**src/rtl/wiper_ctl_pkg.sv**
```systemverilog
// Shared types and instruction-byte field positions for the quad wiper controller.
package wiper_ctl_pkg;
    typedef enum logic [2:0] {
        ST_IDLE,
        ST_RX,
        ST_ACK,
        ST_TX,
        ST_RACK
    } bus_state_t;

    typedef enum logic [1:0] {
        BYTE_ADDR,
        BYTE_INSTR,
        BYTE_DATA
    } byte_kind_t;

    localparam int INS_MID_BIT = 6;
    localparam int INS_SD_BIT  = 5;
    localparam int INS_O1_BIT  = 4;
    localparam int INS_O2_BIT  = 3;
    localparam int INS_CH_LSB  = 1;
endpackage

```
**src/rtl/line_sync.sv**
```systemverilog
// Synchroniser for one bus line, with edge detection.
// Assumes the line idles high, so every stage resets to 1.
// The rise and fall strobes last one clock and are aligned with the level output.
module line_sync #(
    parameter int STAGES = 2
) (
    input  logic clk,
    input  logic rst_n,
    input  logic din,
    output logic level,
    output logic rise,
    output logic fall
);
    logic [STAGES-1:0] chain_q;
    logic              prev_q;

    // Shift the raw line through the stages and keep the previous level for edges.
    always_ff @(posedge clk) begin
        if (!rst_n) begin
            chain_q <= '1;
            prev_q  <= 1'b1;
        end else begin
            chain_q <= {chain_q[STAGES-2:0], din};
            prev_q  <= chain_q[STAGES-1];
        end
    end

    assign level = chain_q[STAGES-1];
    assign rise  = level & ~prev_q;
    assign fall  = ~level & prev_q;
endmodule

```
**src/rtl/i2c_frame_engine.sv**
```systemverilog
// I2C slave framing for one device address.
// Receives the address, instruction and data bytes and drives the acknowledges.
// In read mode it sends rd_data MSB first.
// It reports a received instruction or data byte with a one-cycle strobe on rx_byte.
// Assumes synchronised SCL/SDA levels and edges from line_sync.
module i2c_frame_engine
    import wiper_ctl_pkg::*;
#(
    parameter int          BYTE_W     = 8,
    parameter int          PREFIX_W   = 5,
    parameter int          STRAP_W    = 2,
    parameter logic [4:0]  DEV_PREFIX = 5'b01011
) (
    input  logic              clk,
    input  logic              rst_n,
    input  logic              scl_lvl,
    input  logic              scl_rise,
    input  logic              scl_fall,
    input  logic              sda_lvl,
    input  logic              sda_rise,
    input  logic              sda_fall,
    input  logic [STRAP_W-1:0] strap,
    input  logic [BYTE_W-1:0]  rd_data,
    output logic              sda_oe,
    output logic              instr_evt,
    output logic              data_evt,
    output logic [BYTE_W-1:0] rx_byte
);
    localparam int CNT_W = $clog2(BYTE_W + 1);

    bus_state_t        state_q;
    byte_kind_t        kind_q;
    logic [CNT_W-1:0]  cnt_q;
    logic [BYTE_W-1:0] shreg_q;
    logic [BYTE_W-1:0] txreg_q;
    logic              rd_mode_q;
    logic              start_det;
    logic              stop_det;
    logic              addr_hit;

    // Start/stop: SDA edge while SCL is held high.
    assign start_det = scl_lvl & sda_fall;
    assign stop_det  = scl_lvl & sda_rise;
    assign addr_hit  = (shreg_q[BYTE_W-1:1] == {DEV_PREFIX[PREFIX_W-1:0], strap});

    // Frame sequencing: bit capture, acknowledge, transmit and master-ack phases.
    always_ff @(posedge clk) begin
        if (!rst_n) begin
            state_q   <= ST_IDLE;
            kind_q    <= BYTE_ADDR;
            cnt_q     <= '0;
            shreg_q   <= '0;
            txreg_q   <= '0;
            rd_mode_q <= 1'b0;
            sda_oe    <= 1'b0;
            instr_evt <= 1'b0;
            data_evt  <= 1'b0;
            rx_byte   <= '0;
        end else begin
            instr_evt <= 1'b0;
            data_evt  <= 1'b0;
            if (start_det) begin
                state_q <= ST_RX;
                kind_q  <= BYTE_ADDR;
                cnt_q   <= '0;
                sda_oe  <= 1'b0;
            end else if (stop_det) begin
                state_q <= ST_IDLE;
                sda_oe  <= 1'b0;
            end else begin
                unique case (state_q)
                    ST_RX: begin
                        if (scl_rise && cnt_q != CNT_W'(BYTE_W)) begin
                            shreg_q <= {shreg_q[BYTE_W-2:0], sda_lvl};
                            cnt_q   <= cnt_q + 1'b1;
                        end else if (scl_fall && cnt_q == CNT_W'(BYTE_W)) begin
                            cnt_q <= '0;
                            unique case (kind_q)
                                BYTE_ADDR: begin
                                    if (addr_hit) begin
                                        rd_mode_q <= shreg_q[0];
                                        kind_q    <= BYTE_INSTR;
                                        sda_oe    <= 1'b1;
                                        state_q   <= ST_ACK;
                                    end else begin
                                        state_q <= ST_IDLE;
                                    end
                                end
                                BYTE_INSTR: begin
                                    instr_evt <= 1'b1;
                                    rx_byte   <= shreg_q;
                                    kind_q    <= BYTE_DATA;
                                    sda_oe    <= 1'b1;
                                    state_q   <= ST_ACK;
                                end
                                default: begin
                                    data_evt <= 1'b1;
                                    rx_byte  <= shreg_q;
                                    sda_oe   <= 1'b1;
                                    state_q  <= ST_ACK;
                                end
                            endcase
                        end
                    end
                    ST_ACK: begin
                        if (scl_fall) begin
                            cnt_q <= '0;
                            if (rd_mode_q) begin
                                txreg_q <= rd_data;
                                sda_oe  <= ~rd_data[BYTE_W-1];
                                state_q <= ST_TX;
                            end else begin
                                sda_oe  <= 1'b0;
                                state_q <= ST_RX;
                            end
                        end
                    end
                    ST_TX: begin
                        if (scl_fall) begin
                            if (cnt_q == CNT_W'(BYTE_W - 1)) begin
                                sda_oe  <= 1'b0;
                                state_q <= ST_RACK;
                            end else begin
                                cnt_q   <= cnt_q + 1'b1;
                                txreg_q <= {txreg_q[BYTE_W-2:0], 1'b0};
                                sda_oe  <= ~txreg_q[BYTE_W-2];
                            end
                        end
                    end
                    ST_RACK: begin
                        if (scl_rise && sda_lvl) begin
                            state_q <= ST_IDLE;
                        end else if (scl_fall) begin
                            cnt_q   <= '0;
                            txreg_q <= rd_data;
                            sda_oe  <= ~rd_data[BYTE_W-1];
                            state_q <= ST_TX;
                        end
                    end
                    default: ;
                endcase
            end
        end
    end

    // The slave only starts pulling SDA low while SCL is low.
    assert_oe_scl_low_R10: assert property (@(posedge clk) disable iff (!rst_n)
        $rose(sda_oe) |-> !scl_lvl);

    // A master NACK on a read byte returns the engine to idle with SDA released.
    assert_nack_idle_R5: assert property (@(posedge clk) disable iff (!rst_n)
        ($past(state_q) == ST_RACK && $past(scl_rise) && $past(sda_lvl)
         && !$past(start_det) && !$past(stop_det))
        |-> (state_q == ST_IDLE && !sda_oe));
endmodule

```
**src/rtl/wiper_regfile.sv**
```systemverilog
// Wiper, shutdown-flag and logic-output storage for the controller.
// An instruction strobe latches the channel selection and the flags.
// A data strobe writes the selected wiper.
// Assumes NUM_CH is a power of two so that the select field covers it exactly.
module wiper_regfile
    import wiper_ctl_pkg::*;
#(
    parameter int NUM_CH  = 4,
    parameter int WIPER_W = 8,
    parameter int GP_W    = 2
) (
    input  logic                      clk,
    input  logic                      rst_n,
    input  logic                      instr_evt,
    input  logic                      data_evt,
    input  logic [WIPER_W-1:0]        rx_byte,
    output logic [NUM_CH*WIPER_W-1:0] wiper_flat,
    output logic [NUM_CH-1:0]         sd_flags,
    output logic [GP_W-1:0]           gp_q,
    output logic [WIPER_W-1:0]        rd_data
);
    localparam int                 CH_W = $clog2(NUM_CH);
    localparam logic [WIPER_W-1:0] MID  = WIPER_W'(1) << (WIPER_W - 1);

    logic [WIPER_W-1:0] wiper_q [NUM_CH];
    logic [CH_W-1:0]    sel_q;
    logic [CH_W-1:0]    ch_new;

    assign ch_new  = rx_byte[INS_CH_LSB +: CH_W];
    assign rd_data = wiper_q[sel_q];

    // Apply an instruction (select, flags, midscale) or a data write.
    always_ff @(posedge clk) begin
        if (!rst_n) begin
            for (int i = 0; i < NUM_CH; i++) wiper_q[i] <= MID;
            sd_flags <= '0;
            gp_q     <= '0;
            sel_q    <= '0;
        end else if (instr_evt) begin
            sel_q            <= ch_new;
            gp_q             <= {rx_byte[INS_O2_BIT], rx_byte[INS_O1_BIT]};
            sd_flags[ch_new] <= rx_byte[INS_SD_BIT];
            if (rx_byte[INS_MID_BIT]) wiper_q[ch_new] <= MID;
        end else if (data_evt) begin
            wiper_q[sel_q] <= rx_byte;
        end
    end

    // Flatten the wiper array for the top-level port.
    for (genvar g = 0; g < NUM_CH; g++) begin : g_flat
        assign wiper_flat[g*WIPER_W +: WIPER_W] = wiper_q[g];
    end

    // Wipers move only after an instruction or data strobe.
    assert_wiper_by_strobe_R3: assert property (@(posedge clk) disable iff (!rst_n)
        !$stable(wiper_flat) |-> $past(instr_evt || data_evt));

    // Logic outputs move only after an instruction strobe.
    assert_gp_by_instr_R6: assert property (@(posedge clk) disable iff (!rst_n)
        !$stable(gp_q) |-> $past(instr_evt));

    // One instruction touches at most one channel's shutdown flag.
    assert_sd_single_R8: assert property (@(posedge clk) disable iff (!rst_n)
        $countones(sd_flags ^ $past(sd_flags)) <= 1);
endmodule

```
**src/rtl/quad_wiper_i2c.sv**
```systemverilog
// Top of the I2C quad wiper controller.
// Synchronises the bus lines, runs the slave frame engine and holds the registers.
// The external shutdown pin is ORed into every channel flag.
// Assumes clk is at least about 8x faster than SCL.
module quad_wiper_i2c #(
    parameter int NUM_CH      = 4,
    parameter int WIPER_W     = 8,
    parameter int STRAP_W     = 2,
    parameter int GP_W        = 2,
    parameter int SYNC_STAGES = 2
) (
    input  logic                      clk,
    input  logic                      rst_n,
    input  logic                      scl_in,
    input  logic                      sda_in,
    output logic                      sda_oe,
    input  logic [STRAP_W-1:0]        strap,
    input  logic                      shdn_n,
    output logic [NUM_CH*WIPER_W-1:0] wiper_value,
    output logic [NUM_CH-1:0]         chan_shdn,
    output logic [GP_W-1:0]           gp_out
);
    logic               scl_lvl, scl_rise, scl_fall;
    logic               sda_lvl, sda_rise, sda_fall;
    logic               instr_evt, data_evt;
    logic [WIPER_W-1:0] rx_byte, rd_data;
    logic [NUM_CH-1:0]  sd_flags;

    line_sync #(.STAGES(SYNC_STAGES)) i_scl_sync (
        .clk(clk), .rst_n(rst_n), .din(scl_in),
        .level(scl_lvl), .rise(scl_rise), .fall(scl_fall)
    );

    line_sync #(.STAGES(SYNC_STAGES)) i_sda_sync (
        .clk(clk), .rst_n(rst_n), .din(sda_in),
        .level(sda_lvl), .rise(sda_rise), .fall(sda_fall)
    );

    i2c_frame_engine #(.BYTE_W(WIPER_W), .STRAP_W(STRAP_W)) i_engine (
        .clk(clk), .rst_n(rst_n),
        .scl_lvl(scl_lvl), .scl_rise(scl_rise), .scl_fall(scl_fall),
        .sda_lvl(sda_lvl), .sda_rise(sda_rise), .sda_fall(sda_fall),
        .strap(strap), .rd_data(rd_data), .sda_oe(sda_oe),
        .instr_evt(instr_evt), .data_evt(data_evt), .rx_byte(rx_byte)
    );

    wiper_regfile #(.NUM_CH(NUM_CH), .WIPER_W(WIPER_W), .GP_W(GP_W)) i_regs (
        .clk(clk), .rst_n(rst_n),
        .instr_evt(instr_evt), .data_evt(data_evt), .rx_byte(rx_byte),
        .wiper_flat(wiper_value), .sd_flags(sd_flags),
        .gp_q(gp_out), .rd_data(rd_data)
    );

    // Per-channel shutdown: the stored flag or the external pin.
    assign chan_shdn = sd_flags | {NUM_CH{~shdn_n}};
endmodule

```
**config.mk**
```make
export PLATFORM = sky130hd
export DESIGN_NAME = quad_wiper_i2c
export DESIGN_NICKNAME = d
export VERILOG_FILES = /design/src/rtl/wiper_ctl_pkg.sv /design/src/rtl/line_sync.sv /design/src/rtl/i2c_frame_engine.sv /design/src/rtl/wiper_regfile.sv /design/src/rtl/quad_wiper_i2c.sv
export SDC_FILE = /design/constraint.sdc
export NUM_CORES = 1
export LEC_CHECK = 0
export BUFFER_PORTS_ARGS = -buffer_cell sky130_fd_sc_hd__buf_2
export CAP_MARGIN = 20
export CORE_ASPECT_RATIO = 1.1
export CORE_MARGIN = 4
export CORE_UTILIZATION = 62
export DETAILED_ROUTE_END_ITERATION = 10
export PLACE_DENSITY_LB_ADDON = 0.08
export SLEW_MARGIN = 20
export SYNTH_ARGS = -nofsm -noshare
export SYNTH_HDL_FRONTEND = slang
export SYNTH_SLANG_ARGS = --single-unit
```
**constraint.sdc**
```tcl
create_clock -name clk -period 3.4 [get_ports clk]
set_input_delay 0.34 -clock clk [delete_from_list [all_inputs] [get_ports clk]]
set_output_delay 0.34 -clock clk [all_outputs]
set_load 0.01 [all_outputs]
```
==> results.sh, run 1 <==
export IMPL_final_cell_mix="52 x dfxtp_1, 45 x buf_2, 32 x nand2_1, 32 x edfxtp_1, 31 x nor2_1"
export IMPL_finalCritPeriodShare_pct=67.5
export IMPL_ios=46
export IMPL_antenna_found_initial=0
export IMPL_fp_dieH_um=91.4
export IMPL_clock_root_buffer="clkbuf_8"
export IMPL_fillers=480
export IMPL_insertion_delay_ns=0.34
export IMPL_cts_buffers=9
export IMPL_rsz0062_at_grt="false"
export IMPL_report_final_hold_viol_count=0
export IMPL_tightest_slew_ns=0.672
export IMPL_worstRegToRegCells=5
export IMPL_leakage_nw=1.70
export IMPL_area_growth_pct=11.0
export IMPL_cts_sinks=84
export IMPL_r2r_end="i_engine.txreg_q[4]$_SDFFE_PN0P_"
export IMPL_dpl_hpwl_mm=5.94
export IMPL_drt_total_wl_mm=8.19
export IMPL_syn_nets=374
export IMPL_cts_max_level=3
export IMPL_dr_wl_met3_um=448
export IMPL_r2r_start="i_engine.state_q[2]$_SDFFE_PP0P_"
export IMPL_fmax_mhz=436
export IMPL_die_w_um=83.8
export IMPL_synth_edff_count=32
export IMPL_wl_met1_mm=3.64
export IMPL_worstSetupStartpoint="i_engine.state_q[2]$_SDFFE_PP0P_"
export IMPL_async_flop_share_pct=0
export IMPL_mostFrequentLayoutCell="dfxtp_1"
export IMPL_worstPathArrival_ns=2.53
export IMPL_n_antenna_cell=0
export IMPL_place_area_um2=4150
export IMPL_cts_tree="yes"
export IMPL_core_um2=6160
export IMPL_crit_end="i_engine.txreg_q[4]$_SDFFE_PN0P_"
export IMPL_crit_fanout=14
export IMPL_start_util_pct=63.7
export IMPL_highest_layer="met4"
export IMPL_ys_ff_latch=84
export IMPL_synth_warnings=0
export IMPL_layout_drive_gt1_share_pct=20.8
export IMPL_endpoint_kind="flip-flop"
export IMPL_drc=0
export IMPL_holdBufCountCts=0
export IMPL_grt_max_degree=37
export IMPL_cts_resized=0
export IMPL_grt_pass1_vias=2678
export IMPL_slew_viol_final=0
export IMPL_synth_cell_types=61
export IMPL_syn_cell_area_um2=3920
export IMPL_p_per_area_nw_per_um2=441
export IMPL_critPathRequiredTime_ns=3.64
export IMPL_gp_congestion=0.879
export IMPL_worst_slew_margin_rel_pct=54.5
export IMPL_final_setup_viol_count=0
export IMPL_vias=2786
export IMPL_grt_usage_pct=21.9
export IMPL_finalClockSkew_ns=0.00864
export IMPL_wl_per_cell_um=16.9
export IMPL_viasPerCell=5.76
export IMPL_port_buffers=45
export IMPL_syn_inst=365
export IMPL_drtAntennaViolNets=0
export IMPL_synth_top_flop_cell="dfxtp_1"
export IMPL_drt_first_pass_iters=4
export IMPL_min_path_type="in2reg"
export IMPL_grt_pass1_wl_mm=13.4
export IMPL_post_cts_setup_buffer_count=0
export IMPL_gr_total_overflow=0
export IMPL_period_minus_slack_ns=2.30
export IMPL_start_kind="flip-flop"
export IMPL_worstSetupPathType="reg2reg"
export IMPL_ir_drop_mv=0.334
export IMPL_r2r_slack_ns=1.10
export IMPL_dieArea_um2=7660
export IMPL_cap_violations=0
export IMPL_syn_avg_cell_area_um2=10.7
export IMPL_cts_buffer_depth=2
export IMPL_run_status="completed"
export IMPL_nNetsFinal=409
export IMPL_ys_seq_area_share_pct=51.0
export IMPL_fin_area_um2=4350
export IMPL_rows=30
export IMPL_clk_pin_slew_ns=0.08
export IMPL_wl_met2_mm=4.01
export IMPL_finalSetupTns_ns=0
export IMPL_drtIter0Drc=179
-- cells by family after synthesis --
family / Yosys count / synth area share (%)
AOI/OAI and AO/OA: 50 / 10.0
DFF: 84 / 51.0
muxes: 30 / 10.2
adders and majority gates: 2 / 0.638
xor gates and xnor gates: 3 / 0.670
buffers and inverters: 33 / 3.76
and+or+nand+nor: 163 / 23.7
-- metrics by stage --
step	total power, mW	hold slack (ns)	cells	worst slack (ns)	utilization (%)
after floorplan	1.16	0.386	365	1.62	-
after global placement	1.20	0.388	469	1.17	67.4
after detailed placement	1.20	0.400	469	1.14	67.4
after CTS	1.93	0.158	484	1.11	70.7
after global routing	1.99	0.173	484	0.876	70.7
final	1.92	0.178	484	1.10	70.7
-- routing by layer --
layer  vias up  global-route usage (%)
met2        83                    36.1
met1      1327                    29.6
met3         8                    3.27
li1       1368                       -
met4         0                    7.64
met5         -                       0
-- worst max-delay path, cell delays in order, from the launching register on --
cell     delay [ns]
dfxtp_1        0.55
nor3b_2        0.49
o22ai_2        0.17
nor4b_4        0.63
nand3_1        0.17
o211a_1        0.18
-- cell type report --
cell class	instances	area, µm²	area share (%)
clock inverters	6	80.1	1.84
repair buffers	46	233	5.35
multi-input cells	248	1770	40.7
well taps	80	100	2.30
flip-flops and latches	84	2000	46.0
inverters	11	41.3	0.949
clock buffers	9	124	2.85
-- power by group --
group | internal, mW | switching (mW)
logic | 0.0418 | 0.0572
registers | 1.07 | 0.0157
clock network | 0.404 | 0.338
total | 1.51 | 0.410
-- how the worst min path moves through the flow --
stage | start | endpoint | cells past startpoint
6_report | sda_in | i_sda_sync.chain_q[0]$_SDFF_PN1_ | 2
5_1_grt | scl_in | i_scl_sync.chain_q[0]$_SDFF_PN1_ | 2
4_1_cts | sda_in | i_sda_sync.chain_q[0]$_SDFF_PN1_ | 2
3_5_place_dp | i_scl_sync.chain_q[0]$_SDFF_PN1_ | i_scl_sync.chain_q[1]$_SDFF_PN1_ | 1
3_3_place_gp | i_sda_sync.chain_q[0]$_SDFF_PN1_ | i_sda_sync.chain_q[1]$_SDFF_PN1_ | 1
2_1_floorplan | i_scl_sync.chain_q[0]$_SDFF_PN1_ | i_scl_sync.chain_q[1]$_SDFF_PN1_ | 1
-- flip-flops by register name (all words and copies together) (netlist names), named ones only --
| name | cells |
|---|---|
| i_sda_sync.chain_q | 2 |
| i_engine.txreg_q | 7 |
| i_engine.cnt_q | 4 |
| i_engine.kind_q | 2 |
| i_engine.state_q | 3 |
| i_engine.data_evt | 1 |
| i_engine.sda_oe | 1 |
| i_engine.shreg_q | 8 |
| i_regs.gp_q | 2 |
| i_regs.sel_q | 2 |
| i_scl_sync.chain_q | 2 |
| i_sda_sync.prev_q | 1 |
| i_engine.instr_evt | 1 |
| i_regs.sd_flags | 4 |
| i_regs.wiper_q | 32 |
| i_engine.rd_mode_q | 1 |
| i_scl_sync.prev_q | 1 |
| i_engine.rx_byte | 8 |
-- synth_stat cells, drive strengths merged, types with 3 or more instances --
| master | n | area (µm²) |
|---|---|---|
| or2 | 4 | 25.0 |
| nor2b | 24 | 150 |
| mux2i | 22 | 220 |
| buf | 8 | 53.8 |
| nor2 | 32 | 123 |
| o21a | 4 | 30.0 |
| o31ai | 3 | 22.5 |
| clkbuf | 14 | 52.6 |
| o211a | 6 | 60.1 |
| edfxtp | 32 | 961 |
| mux4 | 8 | 180 |
| nand3b | 4 | 33.8 |
| nand4 | 4 | 25.0 |
| nand2 | 32 | 120 |
| dfxtp | 52 | 1040 |
| nand2b | 20 | 125 |
| nand3 | 19 | 100 |
| o21ai | 7 | 35.0 |
| inv | 11 | 41.3 |
| a21boi | 8 | 60.1 |
| nor3 | 3 | 15.0 |
| nor3b | 5 | 53.8 |
| a21oi | 6 | 30.0 |
No activity file was read; power rests on OpenSTA's default activity.
==> inputs of run 2 (changes only) <==
Settings changed: CORE_UTILIZATION 62 to 52.
Clock period 3.4 ns to 1.9 ns, I/O delays scaled along.
==> results.sh, run 2 (synthesis gave the netlist of run 1 again) <==
export IMPL_run_status="completed"
export IMPL_gp_congestion=0.837
export IMPL_leakage_nw=1.81
export IMPL_critPathMaxStageDelay_ns=0.38
export IMPL_fillers=587
export IMPL_cts_buffers=9
export IMPL_worst_slack_ns=0.0804
export IMPL_final_setup_viol_count=0
export IMPL_path_delay_family="simple AND/OR/NAND/NOR gates"
export IMPL_ir_drop_mv=0.513
export IMPL_slew_viol_final=0
export IMPL_cts_tree="yes"
export IMPL_min_path_type="in2reg"
export IMPL_fin_area_um2=4570
export IMPL_n_antenna_cell=0
export IMPL_start_kind="flip-flop"
export IMPL_dp_cells=495
export IMPL_layout_drive_gt1_share_pct=27.4
export IMPL_cts_buffer_depth=2
export IMPL_crit_fanout=9
export IMPL_period_minus_slack_ns=1.82
export IMPL_dieArea_um2=9000
export IMPL_grt_max_degree=25
export IMPL_rsz0062_at_grt="true"
export IMPL_clock_root_buffer="clkbuf_8"
export IMPL_cap_violations=0
export IMPL_fp_dieH_um=99.1
export IMPL_finalClockSkew_ns=0.0103
export IMPL_worstSetupPathType="reg2reg"
export IMPL_final_cells=512
export IMPL_finalCritPeriodShare_pct=95.8
export IMPL_cts_max_level=3
export IMPL_die_w_um=90.8
export IMPL_clk_pin_slew_ns=0.08
export IMPL_crit_buf_inv=1
export IMPL_port_buffers=45
export IMPL_start_util_pct=54.7
export IMPL_p_per_area_nw_per_um2=761
export IMPL_drtIter0Drc=152
export IMPL_drc=0
export IMPL_core_um2=7170
export IMPL_dpl_hpwl_mm=6.28
export IMPL_nNetsFinal=431
export IMPL_place_ws_ns=0.0123
export IMPL_fmax_mhz=550
export IMPL_place_area_um2=4310
export IMPL_tightest_slew_ns=0.629
export IMPL_critPathRequiredTime_ns=2.16
export IMPL_antenna_found_initial=0
export IMPL_largest_reg_flops=32
export IMPL_cts_sinks=84
export IMPL_top_regs="i_regs.wiper_q x32, i_engine.rx_byte x8, i_engine.shreg_q x8"
export IMPL_grt_usage_pct=19.7
export IMPL_drt_first_pass_iters=4
export IMPL_final_util_pct=63.7
export IMPL_drt_total_wl_mm=8.54
export IMPL_drtAntennaViolNets=0
export IMPL_report_final_hold_viol_count=0
export IMPL_ios=46
export IMPL_cp_slowest_cell="dfxtp_2"
export IMPL_holdBufCountCts=0
export IMPL_worst_slew_margin_rel_pct=57.4
export IMPL_viasPerCell=5.55
export IMPL_gr_total_overflow=0
export IMPL_mostFrequentLayoutCell="dfxtp_1"
export IMPL_grt_pass1_vias=2867
export IMPL_crit_chain="buf_4 -> nor3b_4 -> a21bo_2 -> or2_4 -> and2_4 -> a211oi_2"
export IMPL_wl_per_cell_um=16.7
export IMPL_insertion_delay_ns=0.34
export IMPL_top_register="i_regs.wiper_q"
export IMPL_area_growth_pct=16.5
export IMPL_endpoint_kind="flip-flop"
export IMPL_vias=2844
export IMPL_worstPathArrival_ns=2.08
export IMPL_grt_pass1_wl_mm=14.0
export IMPL_rows=32
export IMPL_final_cell_mix="48 x dfxtp_1, 45 x buf_2, 32 x nand2_1, 32 x edfxtp_1, 31 x nor2_1"
[run 2: stage by stage]
step	hold WS, ns	power [mW]	TNS (ns)
finish	0.0242	3.47	0
global route	0.0187	3.59	-0.169
CTS	0.00713	3.49	0
detailed placement	0.378	2.16	0
global placement	0.369	2.16	0
floorplan	0.291	2.08	0
[run 2: per-layer routing]
| metal | wire length, µm | vias up | global-route usage [%] |
|---|---|---|---|
| met1 | 3830 | 1356 | 25.0 |
| li1 | - | 1408 | - |
| met3 | 317 | 14 | 4.54 |
| met4 | 124 | 0 | 6.38 |
| met5 | 0 | - | 0 |
| met2 | 4260 | 66 | 33.4 |
[run 2: area by class of cell]
cell class                 instances  area, µm²  area share (%)
timing repair buffer              68        398            8.71
multi-input combinational        248       1810            39.6
sequential                        84       2010            43.9
clock buffer                      11        131            2.88
tap                               85        106            2.33
clock inverter                     5       77.6            1.70
inverter                          11       41.3           0.904
[run 2: repair_timing]
action	in CTS	in global routing
pin swaps	0	2
setup buffers	0	1
resized for setup	1	10
endpoints found under the setup margin	1	33
[run 2: report_power, final]
| group | switching, mW | total [mW] | internal [mW] |
|---|---|---|---|
| sequential | 0.0264 | 1.93 | 1.91 |
| combinational | 0.108 | 0.189 | 0.0814 |
| clock | 0.616 | 1.35 | 0.738 |
[run 2: path summary, 6_finish.rpt]
check | start | to | slack (ns) | depth (start not counted)
worst max-delay path | i_engine.state_q[1]$_SDFFE_PP0P_ | i_engine.cnt_q[2]$_SDFFE_PP0P_ | 0.08 | 6
worst min-delay path | sda_in | i_sda_sync.chain_q[0]$_SDFF_PN1_ | 0.02 | 2
worst max register to register | i_engine.state_q[1]$_SDFFE_PP0P_ | i_engine.cnt_q[2]$_SDFFE_PP0P_ | 0.08 | 6
worst min register to register | i_sda_sync.chain_q[0]$_SDFF_PN1_ | i_sda_sync.chain_q[1]$_SDFF_PN1_ | 0.41 | 1
